$ cat src/rtl/adc_port_pkg.sv
// Shared definitions for the converter serial port responder.
// Assumes: frame = lead zeros + channel address + sample bits.
package adc_port_pkg;

    // Number of constant 0 bits leading every output word.
    localparam int LEAD_ZEROS = 2;

    // Data coding applied to the returned sample.
    typedef enum logic {
        CODE_STRAIGHT = 1'b0,
        CODE_TWOS     = 1'b1
    } code_e;

endpackage

$ cat src/rtl/adc_port_sync.sv
// Multi-bit pin resampler: STAGES flops per bit into the clk domain.
// Assumes: each bit is independent; no bus coherency is required.
module adc_port_sync #(
    parameter int               WIDTH   = 3,
    parameter int               STAGES  = 2,
    parameter logic [WIDTH-1:0] RST_VAL = '0
) (
    input  logic             clk,
    input  logic             rst_n,
    input  logic [WIDTH-1:0] pins_in,
    output logic [WIDTH-1:0] pins_out
);

    logic [WIDTH-1:0] stage_q [STAGES];

    genvar g;
    generate
        for (g = 0; g < STAGES; g++) begin : g_stage
            if (g == 0) begin : g_first
                // First stage samples the raw pins.
                always_ff @(posedge clk) begin
                    if (!rst_n) stage_q[g] <= RST_VAL;
                    else        stage_q[g] <= pins_in;
                end
            end else begin : g_next
                // Later stages settle the previous stage.
                always_ff @(posedge clk) begin
                    if (!rst_n) stage_q[g] <= RST_VAL;
                    else        stage_q[g] <= stage_q[g-1];
                end
            end
        end
    endgenerate

    assign pins_out = stage_q[STAGES-1];

endmodule

$ cat src/rtl/adc_port_rx.sv
// Frame controller: detects select/clock edges, counts bits, captures the
// control word and holds the stored channel address and coding.
// Assumes: inputs already resampled; SCLK idles high; bits taken on falls.
module adc_port_rx
    import adc_port_pkg::*;
#(
    parameter int ADDR_W     = 2,
    parameter int FRAME_BITS = 16,
    parameter int ADDR_POS   = 4,
    parameter int CODE_POS   = 10
) (
    input  logic              clk,
    input  logic              rst_n,
    input  logic              cs_n_s,
    input  logic              sclk_s,
    input  logic              din_s,
    output logic              frame_load,
    output logic              bit_shift,
    output logic              frame_active,
    output logic [ADDR_W-1:0] cfg_addr,
    output code_e             cfg_code
);

    localparam int                CNT_W    = $clog2(FRAME_BITS + 1);
    localparam logic [CNT_W-1:0]  LAST_BIT = CNT_W'(FRAME_BITS - 1);
    localparam int                WR_IDX   = FRAME_BITS - 1;
    localparam int                ADDR_MSB = FRAME_BITS - 1 - ADDR_POS;
    localparam int                CODE_IDX = FRAME_BITS - 1 - CODE_POS;

    logic                  cs_q;
    logic                  sclk_q;
    logic                  cs_fall;
    logic                  cs_rise;
    logic                  sclk_fall;
    logic                  take_bit;
    logic                  done_q;
    logic [CNT_W-1:0]      bit_cnt;
    logic [FRAME_BITS-1:0] rx_sr;

    // Previous resampled levels for edge detection.
    always_ff @(posedge clk) begin
        if (!rst_n) begin
            cs_q   <= 1'b1;
            sclk_q <= 1'b1;
        end else begin
            cs_q   <= cs_n_s;
            sclk_q <= sclk_s;
        end
    end

    assign cs_fall   = cs_q & ~cs_n_s;
    assign cs_rise   = ~cs_q & cs_n_s;
    assign sclk_fall = sclk_q & ~sclk_s;
    assign take_bit  = sclk_fall & frame_active & ~cs_n_s;

    // Frame state: start on select fall, stop on 16th bit or early abort.
    always_ff @(posedge clk) begin
        if (!rst_n) begin
            frame_active <= 1'b0;
            bit_cnt      <= '0;
            done_q       <= 1'b0;
        end else begin
            done_q <= 1'b0;
            if (cs_fall) begin
                frame_active <= 1'b1;
                bit_cnt      <= '0;
            end else if (cs_rise) begin
                frame_active <= 1'b0;
                bit_cnt      <= '0;
            end else if (take_bit) begin
                bit_cnt <= bit_cnt + 1'b1;
                if (bit_cnt == LAST_BIT) begin
                    frame_active <= 1'b0;
                    done_q       <= 1'b1;
                end
            end
        end
    end

    // Control word shift register, first bit ends up in the MSB.
    always_ff @(posedge clk) begin
        if (!rst_n)        rx_sr <= '0;
        else if (take_bit) rx_sr <= {rx_sr[FRAME_BITS-2:0], din_s};
    end

    // Stored settings: replaced only by a completed frame with write flag.
    always_ff @(posedge clk) begin
        if (!rst_n) begin
            cfg_addr <= '0;
            cfg_code <= CODE_STRAIGHT;
        end else if (done_q && rx_sr[WR_IDX]) begin
            cfg_addr <= rx_sr[ADDR_MSB -: ADDR_W];
            cfg_code <= code_e'(rx_sr[CODE_IDX]);
        end
    end

    assign frame_load = cs_fall;
    assign bit_shift  = take_bit;


    idle_oe_chk: assert property (@(posedge clk) disable iff (!rst_n)
        (cs_n_s && cs_q) |-> !frame_active);


    oe_start_chk: assert property (@(posedge clk) disable iff (!rst_n)
        $rose(frame_active) |-> $past(cs_fall));


    abort_chk: assert property (@(posedge clk) disable iff (!rst_n)
        (cs_rise && !cs_fall) |=> (!frame_active && !done_q));


    cnt_bound_chk: assert property (@(posedge clk) disable iff (!rst_n)
        bit_cnt <= CNT_W'(FRAME_BITS));


    cfg_hold_chk: assert property (@(posedge clk) disable iff (!rst_n)
        !$stable({cfg_addr, cfg_code}) |-> $past(done_q && rx_sr[WR_IDX]));

endmodule

$ cat src/rtl/adc_port_tx.sv
// Result shifter: builds the tagged, coded output word when a frame starts
// and shifts it one bit per SCLK fall. Assumes load and shift never coincide.
module adc_port_tx
    import adc_port_pkg::*;
#(
    parameter int ADDR_W = 2,
    parameter int DATA_W = 12
) (
    input  logic              clk,
    input  logic              rst_n,
    input  logic              load,
    input  logic              shift,
    input  logic [ADDR_W-1:0] addr_in,
    input  code_e             code_in,
    input  logic [DATA_W-1:0] sample_in,
    output logic              bit_out
);

    localparam int FRAME_BITS = LEAD_ZEROS + ADDR_W + DATA_W;

    logic [DATA_W-1:0]     coded;
    logic [FRAME_BITS-1:0] frame_word;
    logic [FRAME_BITS-1:0] tx_sr;

    // Sample coding: two's complement flips only the sign position.
    always_comb begin
        coded = sample_in;
        if (code_in == CODE_TWOS) coded[DATA_W-1] = ~sample_in[DATA_W-1];
    end

    assign frame_word = {{LEAD_ZEROS{1'b0}}, addr_in, coded};

    // Output shift register: parallel load at frame start, MSB out first.
    always_ff @(posedge clk) begin
        if (!rst_n)     tx_sr <= '0;
        else if (load)  tx_sr <= frame_word;
        else if (shift) tx_sr <= {tx_sr[FRAME_BITS-2:0], 1'b0};
    end

    assign bit_out = tx_sr[FRAME_BITS-1];


    lead_zero_chk: assert property (@(posedge clk) disable iff (!rst_n)
        load |=> !bit_out);

endmodule

$ cat src/rtl/adc_port_resp.sv
// Converter serial port responder top: resamples the pins, runs the frame
// controller and the result shifter, and gates the serial output.
// Assumes: clk is several times faster than SCLK.
module adc_port_resp
    import adc_port_pkg::*;
#(
    parameter int DATA_W      = 12,
    parameter int ADDR_W      = 2,
    parameter int SYNC_STAGES = 2,
    parameter int ADDR_POS    = 4,
    parameter int CODE_POS    = 10
) (
    input  logic              clk,
    input  logic              rst_n,
    input  logic              cs_n,
    input  logic              sclk,
    input  logic              din,
    input  logic [DATA_W-1:0] sample_data,
    output logic              dout,
    output logic              dout_oe,
    output logic [ADDR_W-1:0] chan_sel,
    output logic              coding
);

    localparam int FRAME_BITS = LEAD_ZEROS + ADDR_W + DATA_W;

    logic [2:0]        pins_s;
    logic              frame_load;
    logic              bit_shift;
    logic              frame_active;
    logic              tx_bit;
    logic [ADDR_W-1:0] cfg_addr;
    code_e             cfg_code;

    adc_port_sync #(
        .WIDTH   (3),
        .STAGES  (SYNC_STAGES),
        .RST_VAL (3'b110)
    ) u_sync (
        .clk      (clk),
        .rst_n    (rst_n),
        .pins_in  ({cs_n, sclk, din}),
        .pins_out (pins_s)
    );

    adc_port_rx #(
        .ADDR_W     (ADDR_W),
        .FRAME_BITS (FRAME_BITS),
        .ADDR_POS   (ADDR_POS),
        .CODE_POS   (CODE_POS)
    ) u_rx (
        .clk          (clk),
        .rst_n        (rst_n),
        .cs_n_s       (pins_s[2]),
        .sclk_s       (pins_s[1]),
        .din_s        (pins_s[0]),
        .frame_load   (frame_load),
        .bit_shift    (bit_shift),
        .frame_active (frame_active),
        .cfg_addr     (cfg_addr),
        .cfg_code     (cfg_code)
    );

    adc_port_tx #(
        .ADDR_W (ADDR_W),
        .DATA_W (DATA_W)
    ) u_tx (
        .clk       (clk),
        .rst_n     (rst_n),
        .load      (frame_load),
        .shift     (bit_shift),
        .addr_in   (cfg_addr),
        .code_in   (cfg_code),
        .sample_in (sample_data),
        .bit_out   (tx_bit)
    );

    assign dout     = tx_bit & frame_active;
    assign dout_oe  = frame_active;
    assign chan_sel = cfg_addr;
    assign coding   = cfg_code;


    dout_quiet_chk: assert property (@(posedge clk) disable iff (!rst_n)
        !dout_oe |-> !dout);

endmodule

$ cat config.mk
export PLATFORM = sky130hd
export DESIGN_NAME = adc_port_resp
export DESIGN_NICKNAME = d
export VERILOG_FILES = /design/src/rtl/adc_port_pkg.sv /design/src/rtl/adc_port_sync.sv /design/src/rtl/adc_port_rx.sv /design/src/rtl/adc_port_tx.sv /design/src/rtl/adc_port_resp.sv
export SDC_FILE = /design/constraint.sdc
export NUM_CORES = 1
export LEC_CHECK = 0
export ABC_AREA = 1
export ABC_CLOCK_PERIOD_IN_PS = 3500
export BUFFER_PORTS_ARGS = -buffer_cell sky130_fd_sc_hd__buf_2
export CORE_MARGIN = 5
export CORE_UTILIZATION = 38
export CTS_BUF_LIST = sky130_fd_sc_hd__clkbuf_4 sky130_fd_sc_hd__clkbuf_8 sky130_fd_sc_hd__clkbuf_16
export CTS_CLUSTER_SIZE = 20
export DETAILED_ROUTE_END_ITERATION = 7
export HOLD_SLACK_MARGIN = 0.15
export MAX_ROUTING_LAYER = met4
export SETUP_SLACK_MARGIN = 0.05
export SLEW_MARGIN = 40
export SYNTH_ARGS = -nofsm -noshare
export SYNTH_HDL_FRONTEND = slang
export SYNTH_HIERARCHICAL = 1
export SYNTH_SLANG_ARGS = --single-unit
$ cat constraint.sdc
create_clock -name clk -period 3.5 [get_ports clk]
set_input_delay 0.175 -clock clk [delete_from_list [all_inputs] [get_ports clk]]
set_output_delay 0.175 -clock clk [all_outputs]
set_load 0.05 [all_outputs]
After elaboration in Yosys (flattened, before gate mapping)
Memory sizes are Yosys's and may differ from the RTL's.
Index checks and enable logic that the tools add are counted.
- word-level logic and storage cells: 47
- bits of input ports: 17
- register bits: 44
- memory bits (writable): 6
- memories kept: 1
- output and inout port bits: 5
- eq/ne operators: 1
- multiplexer cells: 12
- add/sub/neg operators: 1
- bitwise operators: 14
- reductions and logical operators: 8
- memory list (memory ; depth ; bits a word ; read ports ; clocked after memory_dff ; wr ports ; line ; RTL):
    u_sync.stage_q ; 2 ; 3 ; 2 ; 0 ; 2 ; adc_port_sync.sv:14 ; logic [WIDTH-1:0] stage_q [STAGES];
- operators by type and width (operator ; count):
    $mux 14 ; 2
    $mux 1 ; 8
    $and 1x1->1 ; 6
    $mux 3 ; 2
    $not 1->1 ; 6
    $reduce_bool 3->1 ; 2
    $add 5x1->5 const B ; 1
    $eq 5x4->1 const B ; 1
    $reduce_or 4->1 ; 1
    $reduce_or 3->1 ; 1
    $or 1x1->1 ; 2
    $reduce_and 2->1 ; 1
    $reduce_bool 2->1 ; 1
    $reduce_or 2->1 ; 1
    $logic_and 1x1->1 ; 1

Depth between registers and ports, before layout
An unclocked memory read counts as a cell.
- word-level depth: 8
- mapped depth: 11

By module
Netlist, hierarchy kept.
- modules (own cells, without submodules) (module ; cells each ; sequential area each (µm²) ; area each (µm²) ; instances):
    adc_port_rx ; 144 ; 560.5 ; 1118.6 ; 1
    adc_port_tx ; 117 ; 320.3 ; 753.2 ; 1
    adc_port_sync ; 18 ; 120.1 ; 165.2 ; 1
    adc_port_resp ; 2 ; 0.0 ; 7.5 ; 1

Worst setup path after synthesis
No wires, ideal clock.
- path kind: register -> register
- start point: reg u_rx.frame_active
- end point: reg u_tx.tx_sr[12]
- cell stages (with the launch flop): 11
- data arrival time: 1.621 ns
- required time: 3.444 ns
- setup slack: 1.823 ns
- cells stage by stage: dfxtp_1 -> nand2_2 -> nor2_4 -> buf_4 -> inv_2 -> nor2_2 -> buf_6 -> nand2_1 -> nand3_1 -> nand2_1 -> inv_1
- longest elaborated chain between the ends: 3
- RTL lines (what ; line ; RTL):
    start, declared ; adc_port_rx.sv:19 ; output logic frame_active,
    start signal, assigned ; adc_port_rx.sv:59 ; frame_active <= 1'b0;
    start signal, assigned ; adc_port_rx.sv:65 ; frame_active <= 1'b1;
    start signal, assigned ; adc_port_rx.sv:68 ; frame_active <= 1'b0;
    $and 1x1->1 (2 in series) ; adc_port_rx.sv:54 ; assign take_bit = sclk_fall & frame_active & ~cs_n_s;
    named net bit_shift ; adc_port_resp.sv:29 ; logic bit_shift;
    $reduce_bool 2->1 (no line) ; -- ;
    end signal, assigned ; adc_port_tx.sv:36 ; else if (load) tx_sr <= frame_word;
    end signal, assigned ; adc_port_tx.sv:37 ; else if (shift) tx_sr <= {tx_sr[FRAME_BITS-2:0], 1'b0};
    end, declared ; adc_port_tx.sv:23 ; logic [FRAME_BITS-1:0] tx_sr;
The timed path passes the listed nets, and every way through them passes these cells.
A chain may end at the register's enable or synchronous reset.

Worst setup path after layout
- start point: reg u_rx.frame_active
- end point: reg u_tx.tx_sr[8]
Same word-level chain as after synthesis.

==> run metrics <==
max-capacitance violation count 0; I/O pin count 22; RR Startpoint u_rx/frame_active; ranking of synthesized cells by area dfxtp_1 (49%), nand2_1 (14%), nor2_1 (8.4%), inv_1 (6.2%), o21ai_0 (5.6%); antenna violations before repair 0; most frequent cell after synthesis nand2_1; synth warn 6; VDD IR max 0.235 mV; asr flop ratio synth 0%; FF-to-FF path depth 8; worst hold start sample_data[7]; min Tclk post-route 1.86 ns; most instantiated cells after synthesis nand2_1 (77), dfxtp_1 (50), nor2_1 (46); Post-synth EDFFs 0; Final setup viols 0; Layout Nets 323; #FFs+latches synth 50; Slew headroom 53.7%; crit path launch u_rx/frame_active; via/cell ratio 4.40; Slew Limit Fails 0; FP Rows 26; Levels on crit path 8; Mapped Avg Cell Area 7.28 um2; Critical-path top delay cell nor2_4; CTS tree done; Yosys cell types 20; Yosys top cell area share 49.0%; GRT Util Overall 11.4%; CP delay by family, top simple AND/OR/NAND/NOR gates; CP Data Required Time 3.75 ns; crit end category flip-flop; area grow syn2layout 12.4%; RSZ-0062 raised after global routing no; DP HPWL 2.42 mm; CTS buffer count 5; fin crit share 53.1%; maximum fanout along the worst path 28; die height 83.4 um; Post-synth top flop dfxtp_1; Least-Margin Pin Slew 0.695 ns; pin count of the biggest net entering global routing 44; Pwr per Cell Area 453 nW/um2; Congestion Overflow GR 0; Mapped Cells 281; ANT cells 0; DR iter-0 viols 60; startpoint class of the critical path flip-flop; Min Hold Slack 0.160 ns; vias in the first global route 1,550; # fillers 565; Initial Utilization 39.5%; worst-skew pair later-pin latency 0.30 ns; Buf/Inv on CP 2; number of H-tree levels 2; WP data arrival 2.11 ns; Fin. Hold Viols 0; Root Buffer clkbuf_8; Mapped Area 2040 um2; layout cells sized above 1 12.9%; final WL 3.68 mm; Bufs on Longest Clock Path 2; dpl cell area 2140 um2; hold depth 3; Max Freq 0.538 GHz; clk sinks 50; status finished, final reports clean; global-route wire length before repair 6.60 mm; Clock transition at path regs 0.09 ns; Core Util, Final 44.4%; Die X-Extent 83.4 um; Fin Setup TNS 0 ns; Final Cell Area 2300 um2; Post-CTS Repair Setup Buffers 0; Die ar. 6950 um2; Routed Antenna Nets 0; vias 1,641; Post-route DRC 0; WS Path Type reg -> reg; most used cell, CP nand2_1; Placeable Area 5170 um2; I/O Buffers 21; Tot Pwr 1040 uW; Worst Skew 0.0134 ns; crit path cell chain nand2_2 -> nor2_4 -> inv_2 -> nor2_2 -> nand2_1 -> nand3_1 -> nand2_1 -> inv_1; drt wl/cell 9.87 um; post-synth top area cell dfxtp_1; Placer Congestion 0.730; LEAKAGE 0.00108 uW; Pre-antenna DRT Iters 4; CP max stage delay 0.54 ns; worst min path class in -> reg; sequential cell area fraction in the yosys report 49.0%; Synthesized Nets 302
[layer usage]
metal / wire length [um] / vias to the layer above / global-route usage (%)
li1: - / 896 / -
met1: 1830 / 726 / 13.3
met2: 1720 / 19 / 19.2
met3: 129 / 0 / 3.37
met4: 0 / 0 / 3.12
met5: 0 / - / -
[worst min-delay path: cells and delay by family]
kind            cells  cell delay [ns]
compound gates      2             0.17
buf+inv             1             0.08
[power breakdown]
group,internal [uW],total [uW],switching (uW)
clock network,230,407,177
registers,577,582,4.52
logic,21.7,53.3,31.6
total,829,1040,213
[registers in the layout (all words and copies together), names as in the netlist]
signal	flops
u_rx/rx_sr	16
u_rx/done_q	1
u_rx/bit_cnt	5
u_rx/cfg_code	1
u_rx/frame_active	1
u_rx/sclk_q	1
u_rx/cs_q	1
u_tx/tx_sr	16
u_sync/stage_q	6
u_rx/cfg_addr	2
[through the flow]
stage	setup WS, ns	std cells
after floorplan	1.82	281
after global placement	1.65	361
after detailed placement	1.62	361
after CTS	1.60	373
after global routing	1.41	373
final	1.64	373
[layout make-up]
class | count | area [um2] | share of cell area, %
Clock buffer | 7 | 83.8 | 3.65
Clock inverter | 1 | 30.0 | 1.31
Inverter | 37 | 139 | 6.04
Multi-Input combinational cell | 183 | 812 | 35.3
Sequential cell | 50 | 1000 | 43.5
Tap cell | 70 | 87.6 | 3.81
Timing Repair Buffer | 25 | 145 | 6.31
[final timing paths]
path / to / slack (ns)
setup / recovery: u_tx/tx_sr[8] / 1.64
hold / removal: u_tx/tx_sr[7] / 0.16
setup reg to reg: u_tx/tx_sr[8] / 1.64
hold reg to reg: u_sync/stage_q[1][0] / 0.41
[cell usage in the layout (no fill, tap or decap), drive strengths merged]
master / synthesis / layout
o21ai: 24 / 24
dlygate4sd3: 0 / 4
nor2: 49 / 49
bufinv: 0 / 1
a21oi: 9 / 9
ha: 4 / 4
clkbuf: 2 / 7
buf: 9 / 21
nand2: 79 / 79
dfxtp: 50 / 50
nand3: 17 / 17
nor3: 1 / 1
inv: 37 / 37
[repair_timing]
| item | in CTS | in global routing |
|---|---|---|
| gates resized for setup | 0 | 0 |
| endpoints found under the hold margin | 4 | 0 |
| hold buffers | 4 | 0 |
[cells by family (layout without fill, tap and decap cells)]
| kind of cell | after synthesis | count (layout) | synth area share [%] |
|---|---|---|---|
| and+or+nand+nor | 146 | 146 | 29.0 |
| DFF | 50 | 50 | 49.0 |
| buffers and inverters | 48 | 70 | 11.3 |
| AOI/OAI and AO/OA | 33 | 33 | 8.26 |
| adders and majority gates | 4 | 4 | 2.45 |
Note: power is estimated with default switching activity, not from simulation.
